<file path="config.mk">
export PLATFORM = sky130hd
export DESIGN_NAME = pixstrobe_dual
export DESIGN_NICKNAME = d
export VERILOG_FILES = /design/src/rtl/pixstrobe_pkg.sv /design/src/rtl/pixstrobe_phase.sv /design/src/rtl/pixstrobe_pulse.sv /design/src/rtl/pixstrobe_pack.sv /design/src/rtl/pixstrobe_dual.sv
export SDC_FILE = /design/constraint.sdc
export NUM_CORES = 1
export LEC_CHECK = 0
export ABC_CLOCK_PERIOD_IN_PS = 2700
export BUFFER_PORTS_ARGS = -buffer_cell sky130_fd_sc_hd__buf_2
export CAP_MARGIN = 25
export CORE_MARGIN = 8
export CORE_UTILIZATION = 45
export DETAILED_ROUTE_END_ITERATION = 10
export GPL_TIMING_DRIVEN = 0
export PLACE_DENSITY_LB_ADDON = 0.1
export SLEW_MARGIN = 0
export SYNTH_ARGS = -nofsm -noshare
export SYNTH_HDL_FRONTEND = slang
export SYNTH_HIERARCHICAL = 1
export SYNTH_SLANG_ARGS = --single-unit
</file>
<file path="constraint.sdc">
create_clock -name sysclk -period 2.7 [get_ports sysclk]
set_input_delay 0.27 -clock sysclk [delete_from_list [all_inputs] [get_ports sysclk]]
set_output_delay 0.27 -clock sysclk [all_outputs]
set_load 0.03 [all_outputs]
</file>
<file path="src/rtl/pixstrobe_pkg.sv">
// Package: pixstrobe_pkg
// Holds the shared constants and types of the pixel strobe generator.
// Assumes that both divide ratios are at least 2, so that a period always
// has at least one low cycle.
package pixstrobe_pkg;
    localparam int DIV_SLOW  = 4;
    localparam int DIV_FAST  = 3;
    localparam int PH_W      = $clog2(DIV_SLOW);
    localparam int VID_W     = 16;
    localparam int CH_BITS   = 4;
    localparam int N_CH      = 3;
    localparam int PIX_W     = CH_BITS * N_CH;

    typedef enum logic {MODE_SLOW = 1'b0, MODE_FAST = 1'b1} pix_mode_e;

    // Returns the top bit of each input channel: 0 = red, 1 = green, 2 = blue.
    function automatic int chan_msb(input int ch);
        case (ch)
            0:       chan_msb = 4;
            1:       chan_msb = 10;
            default: chan_msb = 15;
        endcase
    endfunction
endpackage

</file>
<file path="src/rtl/pixstrobe_phase.sv">
// Module: pixstrobe_phase
// Phase counter and mode latch. The counter runs from 0 up to the last
// phase of the active mode and then wraps. The requested mode is copied
// into the active mode only on a wrap, so a period never changes length
// while it is running. Assumes mode_req is synchronous to clk.
module pixstrobe_phase
    import pixstrobe_pkg::*;
#(
    parameter int DIV_LO = DIV_SLOW,
    parameter int DIV_HI = DIV_FAST,
    localparam int W     = $clog2(DIV_LO)
) (
    input  logic          clk,
    input  logic          rst_n,
    input  logic          mode_req,
    output logic [W-1:0]  phase,
    output logic          wrap_next,
    output pix_mode_e     mode_act
);
    localparam logic [W-1:0] LAST_LO = W'(DIV_LO - 1);
    localparam logic [W-1:0] LAST_HI = W'(DIV_HI - 1);

    logic [W-1:0] last_ph;

    // Select the last phase value for the active mode.
    always_comb begin
        last_ph   = (mode_act == MODE_FAST) ? LAST_HI : LAST_LO;
        wrap_next = (phase == last_ph);
    end

    // Advance the phase, wrap at the end of the period and latch the mode.
    always_ff @(posedge clk) begin
        if (!rst_n) begin
            phase    <= W'(1);
            mode_act <= MODE_SLOW;
        end else if (wrap_next) begin
            phase    <= '0;
            mode_act <= pix_mode_e'(mode_req);
        end else begin
            phase    <= phase + W'(1);
        end
    end

    // The mode only changes on a cycle that followed a wrap.
    assert_mode_at_wrap_R5: assert property (@(posedge clk) disable iff (!rst_n)
        !wrap_next |=> $stable(mode_act));

    // The phase never runs past the last phase of the active mode.
    assert_phase_bound_R3: assert property (@(posedge clk) disable iff (!rst_n)
        (mode_act == MODE_FAST) |-> (phase <= LAST_HI));
endmodule

</file>
<file path="src/rtl/pixstrobe_pulse.sv">
// Module: pixstrobe_pulse
// Registers the pixel strobe. The strobe is high for the one cycle in
// which the phase is 0. Assumes that the phase counter wraps to 0.
module pixstrobe_pulse #(
    parameter int W = 2
) (
    input  logic  clk,
    input  logic  rst_n,
    input  logic  wrap_next,
    output logic  strobe
);
    // The strobe goes high on the edge where the phase wraps to zero.
    always_ff @(posedge clk) begin
        if (!rst_n) strobe <= 1'b0;
        else        strobe <= wrap_next;
    end

    // Every high pulse lasts exactly one cycle.
    assert_single_high_R4: assert property (@(posedge clk) disable iff (!rst_n)
        strobe |=> !strobe);
endmodule

</file>
<file path="src/rtl/pixstrobe_pack.sv">
// Module: pixstrobe_pack
// Captures the 5-6-5 word and keeps the upper four bits of each channel.
// Loads only on the edge where the strobe falls. Assumes that the strobe
// is high for a single cycle.
module pixstrobe_pack
    import pixstrobe_pkg::*;
(
    input  logic               clk,
    input  logic               rst_n,
    input  logic               strobe,
    input  logic [VID_W-1:0]   vid,
    output logic [PIX_W-1:0]   rgb
);
    logic [PIX_W-1:0] packed_w;

    // Slice the top bits of each channel. Red goes at the top of the output.
    for (genvar ch = 0; ch < N_CH; ch++) begin : g_chan
        localparam int MSB = chan_msb(ch);
        assign packed_w[(N_CH-1-ch)*CH_BITS +: CH_BITS] = vid[MSB -: CH_BITS];
    end

    // Capture the packed pixel as the strobe falls.
    always_ff @(posedge clk) begin
        if (!rst_n)      rgb <= '0;
        else if (strobe) rgb <= packed_w;
    end

    // The pixel is held on every edge outside a falling strobe.
    assert_hold_pixel_R8: assert property (@(posedge clk) disable iff (!rst_n)
        !strobe |=> $stable(rgb));
endmodule

</file>
<file path="src/rtl/pixstrobe_dual.sv">
// Module: pixstrobe_dual
// Top level of the dual-mode pixel strobe generator. It divides sysclk by
// 4 or by 3 and captures a 12-bit pixel on the falling strobe. Assumes
// that mode_fast and vid_in are synchronous to sysclk.
module pixstrobe_dual
    import pixstrobe_pkg::*;
(
    input  logic              sysclk,
    input  logic              rst_n,
    input  logic              mode_fast,
    input  logic [15:0]       vid_in,
    output logic              pix_clk,
    output logic [11:0]       pix_rgb
);
    logic [PH_W-1:0] phase;
    logic            wrap_next;
    pix_mode_e       mode_act;

    pixstrobe_phase #(.DIV_LO(DIV_SLOW), .DIV_HI(DIV_FAST)) phase_i (
        .clk       (sysclk),
        .rst_n     (rst_n),
        .mode_req  (mode_fast),
        .phase     (phase),
        .wrap_next (wrap_next),
        .mode_act  (mode_act)
    );

    pixstrobe_pulse #(.W(PH_W)) pulse_i (
        .clk       (sysclk),
        .rst_n     (rst_n),
        .wrap_next (wrap_next),
        .strobe    (pix_clk)
    );

    pixstrobe_pack pack_i (
        .clk    (sysclk),
        .rst_n  (rst_n),
        .strobe (pix_clk),
        .vid    (vid_in),
        .rgb    (pix_rgb)
    );

    logic [2:0] low_run;
    pix_mode_e  low_mode;

    // Count the low cycles before each pulse and note the mode they ran in.
    always_ff @(posedge sysclk) begin
        if (!rst_n) begin
            low_run  <= '0;
            low_mode <= MODE_SLOW;
        end else if (pix_clk) begin
            low_run  <= '0;
        end else begin
            low_run  <= low_run + 3'd1;
            low_mode <= mode_act;
        end
    end

    // In the slow mode each pulse comes after three low cycles.
    assert_slow_period_R2: assert property (@(posedge sysclk) disable iff (!rst_n)
        (pix_clk && low_mode == MODE_SLOW) |-> (low_run == 3'(DIV_SLOW - 1)));

    // In the fast mode each pulse comes after two low cycles.
    assert_fast_period_R3: assert property (@(posedge sysclk) disable iff (!rst_n)
        (pix_clk && low_mode == MODE_FAST) |-> (low_run == 3'(DIV_FAST - 1)));
endmodule

</file>
# Yosys cells after proc, flatten, opt, wreduce, memory -nomap -nowiden
# Cells that the tools add are included.
[word_totals]
elab_cells = 11
output_inout_bits = 13
ff_bits = 16
[op_classes]
n_eq_ne = 1
addsub = 1
reduce_logical = 1
bitwise = 1
mux = 2
[ops]
columns = ["op", "n"]
rows = [
  ["adder 2 x 1 -> 2 bit (second input constant)", 1],
  ["equality test 2 bit", 1],
  ["2-to-1 mux 1 bit", 2],
  ["OR reduction 2 bit", 1],
  ["NOT 1 bit", 1],
]

# Logic depth before layout (Yosys ltp)
[logic_depth]
ltp_word = 3
ltp_mapped = 3
ltp_nobuf = 3

# By module
# The synthesis kept the hierarchy.
[by_module_without_submodules]
columns = ["module", "cells_per_inst", "n_inst", "seq_area_each_um2", "area_per_inst_um2"]
rows = [
  ["pixstrobe_pack", 38, 1, 240.2, 450.4],
  ["pixstrobe_phase", 15, 1, 60.1, 132.6],
  ["pixstrobe_pulse", 2, 1, 20.0, 26.3],
]

# Least setup slack after synthesis
# No wires, ideal clock.
[synth_timing]
path_kind = "register to register"
from = "register pulse_i.strobe"
to = "register pack_i.rgb[0]"
n_path_buf = 1
path_stages_with_launch = 4
setup_time_ns = 0.116
period_less_slack_ns = 1.120
setup_slack_ns = 1.580
required_time_ns = 2.584
t_arrival_ns = 1.004
cell_sequence = "dfxtp_1 -> buf_6 -> mux2i_1 -> nor2b_1"
[synth_lines]
columns = ["element", "line_no", "rtl"]
rows = [
  ["from (decl)", "pixstrobe_pulse.sv:10", "output logic strobe"],
  ["from (signal assigned)", "pixstrobe_pulse.sv:15", "else strobe <= wrap_next;"],
  ["to (signal assigned)", "pixstrobe_pack.sv:25", "else if (strobe) rgb <= packed_w;"],
  ["to (decl)", "pixstrobe_pack.sv:12", "output logic [PIX_W-1:0] rgb"],
]

# Worst setup path after layout
[layout_timing]
from = "register pulse_i.strobe"
to = "output pix_clk"
[layout_lines]
columns = ["element", "line_no", "rtl"]
rows = [
  ["to (decl)", "pixstrobe_dual.sv:12", "output logic pix_clk,"],
]
# No word-level cell between the ends.

==> impl_metrics.xml <==
<?xml version="1.0" encoding="UTF-8"?>
<metrics>
  <group name="run_status">
    <metric name="status" unit="">finished, final reports clean</metric>
  </group>
  <group name="grt">
    <metric name="grt_max_degree" unit="">11</metric>
    <metric name="vias_in_the_first_global_route" unit="">432</metric>
    <metric name="grt_antenna_before_repair" unit="">0</metric>
    <metric name="grt.total_usage" unit="%">8.51</metric>
    <metric name="grt_pass1_wl" unit="um">1820</metric>
    <metric name="global_route.overflow_total" unit="">0</metric>
  </group>
  <group name="clocking">
    <metric name="cts_tree" unit="">built</metric>
    <metric name="clock_pin_slew_of_the_registers_on_the_worst_case_setup_and_hold_paths" unit="ns">0.09</metric>
    <metric name="ctsHoldBuffers" unit="">0</metric>
    <metric name="numCtsBuffers" unit="">3</metric>
    <metric name="clockBufferDepth" unit="">2</metric>
    <metric name="ctsHtreeMaxLevel" unit="">1</metric>
    <metric name="post_cts_resized" unit="">0</metric>
    <metric name="post_cts_buffers" unit="">0</metric>
    <metric name="cts_root_buffer" unit="">clkbuf_4</metric>
    <metric name="cts.sinks" unit="">16</metric>
    <metric name="clock_latency_of_the_later_clocked_register_in_the_worst_skew_pair" unit="ns">0.28</metric>
  </group>
  <group name="synth">
    <metric name="ys_types" unit="">13</metric>
    <metric name="synth_sequential_area_ratio" unit="%">52.6</metric>
    <metric name="total_nets_after_synthesis" unit="">74</metric>
    <metric name="postSynthRegisterBits" unit="">16</metric>
    <metric name="syn-mean-instance-area" unit="um2">11.1</metric>
    <metric name="yosysWarningCount" unit="">6</metric>
    <metric name="synth_cells" unit="">55</metric>
    <metric name="synth_area" unit="um2">609</metric>
  </group>
  <group name="placed_design">
    <metric name="place_congestion" unit="">0.634</metric>
    <metric name="dp_worst_setup_slack" unit="ns">1.70</metric>
    <metric name="dpl.cell_count" unit="">97</metric>
    <metric name="io_port_bufs" unit="">27</metric>
  </group>
  <group name="critical_path">
    <metric name="critical_path.slowest_cell" unit="">dfxtp_1</metric>
    <metric name="setup.reg_to_reg.worst_slack" unit="ns">1.70</metric>
    <metric name="crit_fanout" unit="">4</metric>
    <metric name="delay_of_the_slowest_cell_on_the_worst_path" unit="ns">0.43</metric>
    <metric name="end_kind" unit="">output port</metric>
    <metric name="required" unit="ns">2.43</metric>
    <metric name="worstPathBufferInverterCount" unit="">1</metric>
    <metric name="critical_path.startpoint_type" unit="">flop</metric>
    <metric name="crit_path_cell_trace" unit="">buf_2</metric>
    <metric name="worstPathArrival" unit="ns">0.94</metric>
    <metric name="cp_top_family" unit="">flip-flops</metric>
    <metric name="critPathKind" unit="">reg2out</metric>
  </group>
  <group name="sta">
    <metric name="worst_slew_pin_slew" unit="ns">0.302</metric>
    <metric name="rel_slew_slack" unit="%">79.9</metric>
    <metric name="drv_slew" unit="">0</metric>
    <metric name="skew" unit="ns">0.00637</metric>
    <metric name="setup_ws" unit="ns">1.49</metric>
    <metric name="setup-violations-final" unit="">0</metric>
    <metric name="timing.final.crit_period" unit="ns">1.21</metric>
    <metric name="final_cycle_utilization_of_the_critical_path" unit="%">44.9</metric>
    <metric name="unrepaired_setup_endpoints_after_global_routing" unit="">false</metric>
    <metric name="tns" unit="ns">0</metric>
    <metric name="finalHoldViolCount" unit="">0</metric>
    <metric name="max_freq" unit="GHz">0.824</metric>
  </group>
  <group name="routing">
    <metric name="postRouteWirelength" unit="um">1160</metric>
    <metric name="route.detailed.wl_per_inst" unit="um">11.5</metric>
    <metric name="detailedRoute.firstIterationViolations" unit="">2</metric>
    <metric name="drtAntennaViolNets" unit="">0</metric>
    <metric name="detail_route.vias_per_cell" unit="">4.65</metric>
    <metric name="drtPass1Iterations" unit="">2</metric>
    <metric name="number_of_remaining_drc_errors" unit="">0</metric>
    <metric name="vias_post_dr" unit="">470</metric>
  </group>
  <group name="die">
    <metric name="dieHeight" unit="um">52.8</metric>
    <metric name="area_of_the_placeable_core" unit="um2">1280</metric>
    <metric name="floorplan.rows" unit="">13</metric>
    <metric name="pin_count" unit="">32</metric>
    <metric name="die_w" unit="um">52.8</metric>
    <metric name="initial_utilization" unit="%">47.4</metric>
    <metric name="die_area" unit="um2">2790</metric>
  </group>
  <group name="power_and_ir_drop">
    <metric name="power.switching" unit="mW">0.117</metric>
    <metric name="power.static_leakage" unit="nW">0.356</metric>
    <metric name="power_frac_seq" unit="%">53.7</metric>
    <metric name="worst_ir_drop_vdd" unit="mV">0.305</metric>
    <metric name="power.combinational.fraction" unit="%">15.0</metric>
    <metric name="power.density_cell_area" unit="nW/um2">603</metric>
    <metric name="pwr-share-clk" unit="%">31.4</metric>
    <metric name="p_sw_share" unit="%">24.3</metric>
    <metric name="cellInternalPower" unit="mW">0.365</metric>
  </group>
  <group name="cells_and_area">
    <metric name="final_cell_mix" unit="">27 x buf_2, 16 x dfxtp_1, 14 x nor2b_1</metric>
    <metric name="num-fill-cells" unit="">124</metric>
    <metric name="final_cells" unit="">101</metric>
    <metric name="layout_commonest_cell" unit="">buf_2</metric>
    <metric name="area_delta_synth_final" unit="%">31.2</metric>
    <metric name="post_route_cells_drive_above_1_share" unit="%">37.2</metric>
    <metric name="postLayoutCoreUtil" unit="%">62.2</metric>
    <metric name="insertedDiodeCount" unit="">0</metric>
    <metric name="fin_nets" unit="">106</metric>
  </group>
  <group name="min_path">
    <metric name="worstHoldPathType" unit="">in2reg</metric>
  </group>
  <group name="flow_run">
    <metric name="cap_viol_max_count" unit="">0</metric>
  </group>
</metrics>
==> registers in the layout, summed over array words and instances, names as in the netlist <==
name,cells
pulse_i/strobe,1
pack_i/rgb,12
phase_i/mode_act,1
phase_i/phase,2
==> cells in the mapped netlist (all sizes together) <==
library cell  number  area, um2
a21o               1       7.51
a21oi              1       5.00
and2               2       12.5
buf                1       11.3
clkbuf             1       3.75
dfxtp             16        320
mux2i             12        120
nand2              3       11.3
nor2b             14       87.6
nor3b              1       7.51
o21a               1       7.51
o22ai              1       6.26
xor2               1       8.76
==> layer usage <==
layer  up-vias  GRT usage [%]  share of wire (%)
met4         0           5.17                  0
met3         0           3.98                 14
met5         -              0                  0
met2        19           11.5                 42
li1        244              -                  -
met1       207           10.5                 45
==> path summary, 6_finish.rpt <==
check / start / end / cells past startpoint
hold reg to reg: pack_i/rgb[8]$_SDFFE_PN0P_ / pack_i/rgb[8]$_SDFFE_PN0P_ / 2
hold / removal: rst_n / phase_i/phase[0]$_SDFF_PN1_ / 2
setup reg to reg: pulse_i/strobe$_SDFF_PN0_ / pack_i/rgb[3]$_SDFFE_PN0P_ / 3
setup / recovery: pulse_i/strobe$_SDFF_PN0_ / pix_clk / 1
==> power groups by stage <==
| stage | sequential (mW) | combinational [mW] | clock, mW |
|---|---|---|---|
| after floorplan | 0.280 | 0.0326 | 0 |
| after global placement | 0.264 | 0.0718 | 0 |
| after detailed placement | 0.264 | 0.0729 | 0 |
| after CTS | 0.259 | 0.0732 | 0.160 |
| after global routing | 0.261 | 0.0791 | 0.169 |
| final | 0.259 | 0.0721 | 0.151 |
==> final cells by class <==
type / instances / area (um2) / area share (%)
Multi-Input combinational cell: 37 / 274 / 34.3
Clock buffer: 4 / 36.3 / 4.54
Timing Repair Buffer: 27 / 135 / 16.9
Sequential cell: 16 / 320 / 40.1
Buffer: 2 / 15.0 / 1.88
Tap cell: 15 / 18.8 / 2.35
==> metrics by stage <==
step,power (mW),hold WS (ns),cell area (um2)
CTS,0.492,0.210,800
detailed placement,0.337,0.500,763
global route,0.509,0.204,800
floorplan,0.312,0.332,609
global placement,0.336,0.489,763
finish,0.482,0.220,800
==> cell families after synthesis <==
kind of cell,Yosys count,share of synthesized area (%)
xor gates and xnor gates,1,1.44
and+or+nand+nor,20,19.5
buffers and inverters,2,2.46
DFF,16,52.6
muxes,12,19.7
AOI/OAI and AO/OA,4,4.31
(Power assumes the default switching activity.)
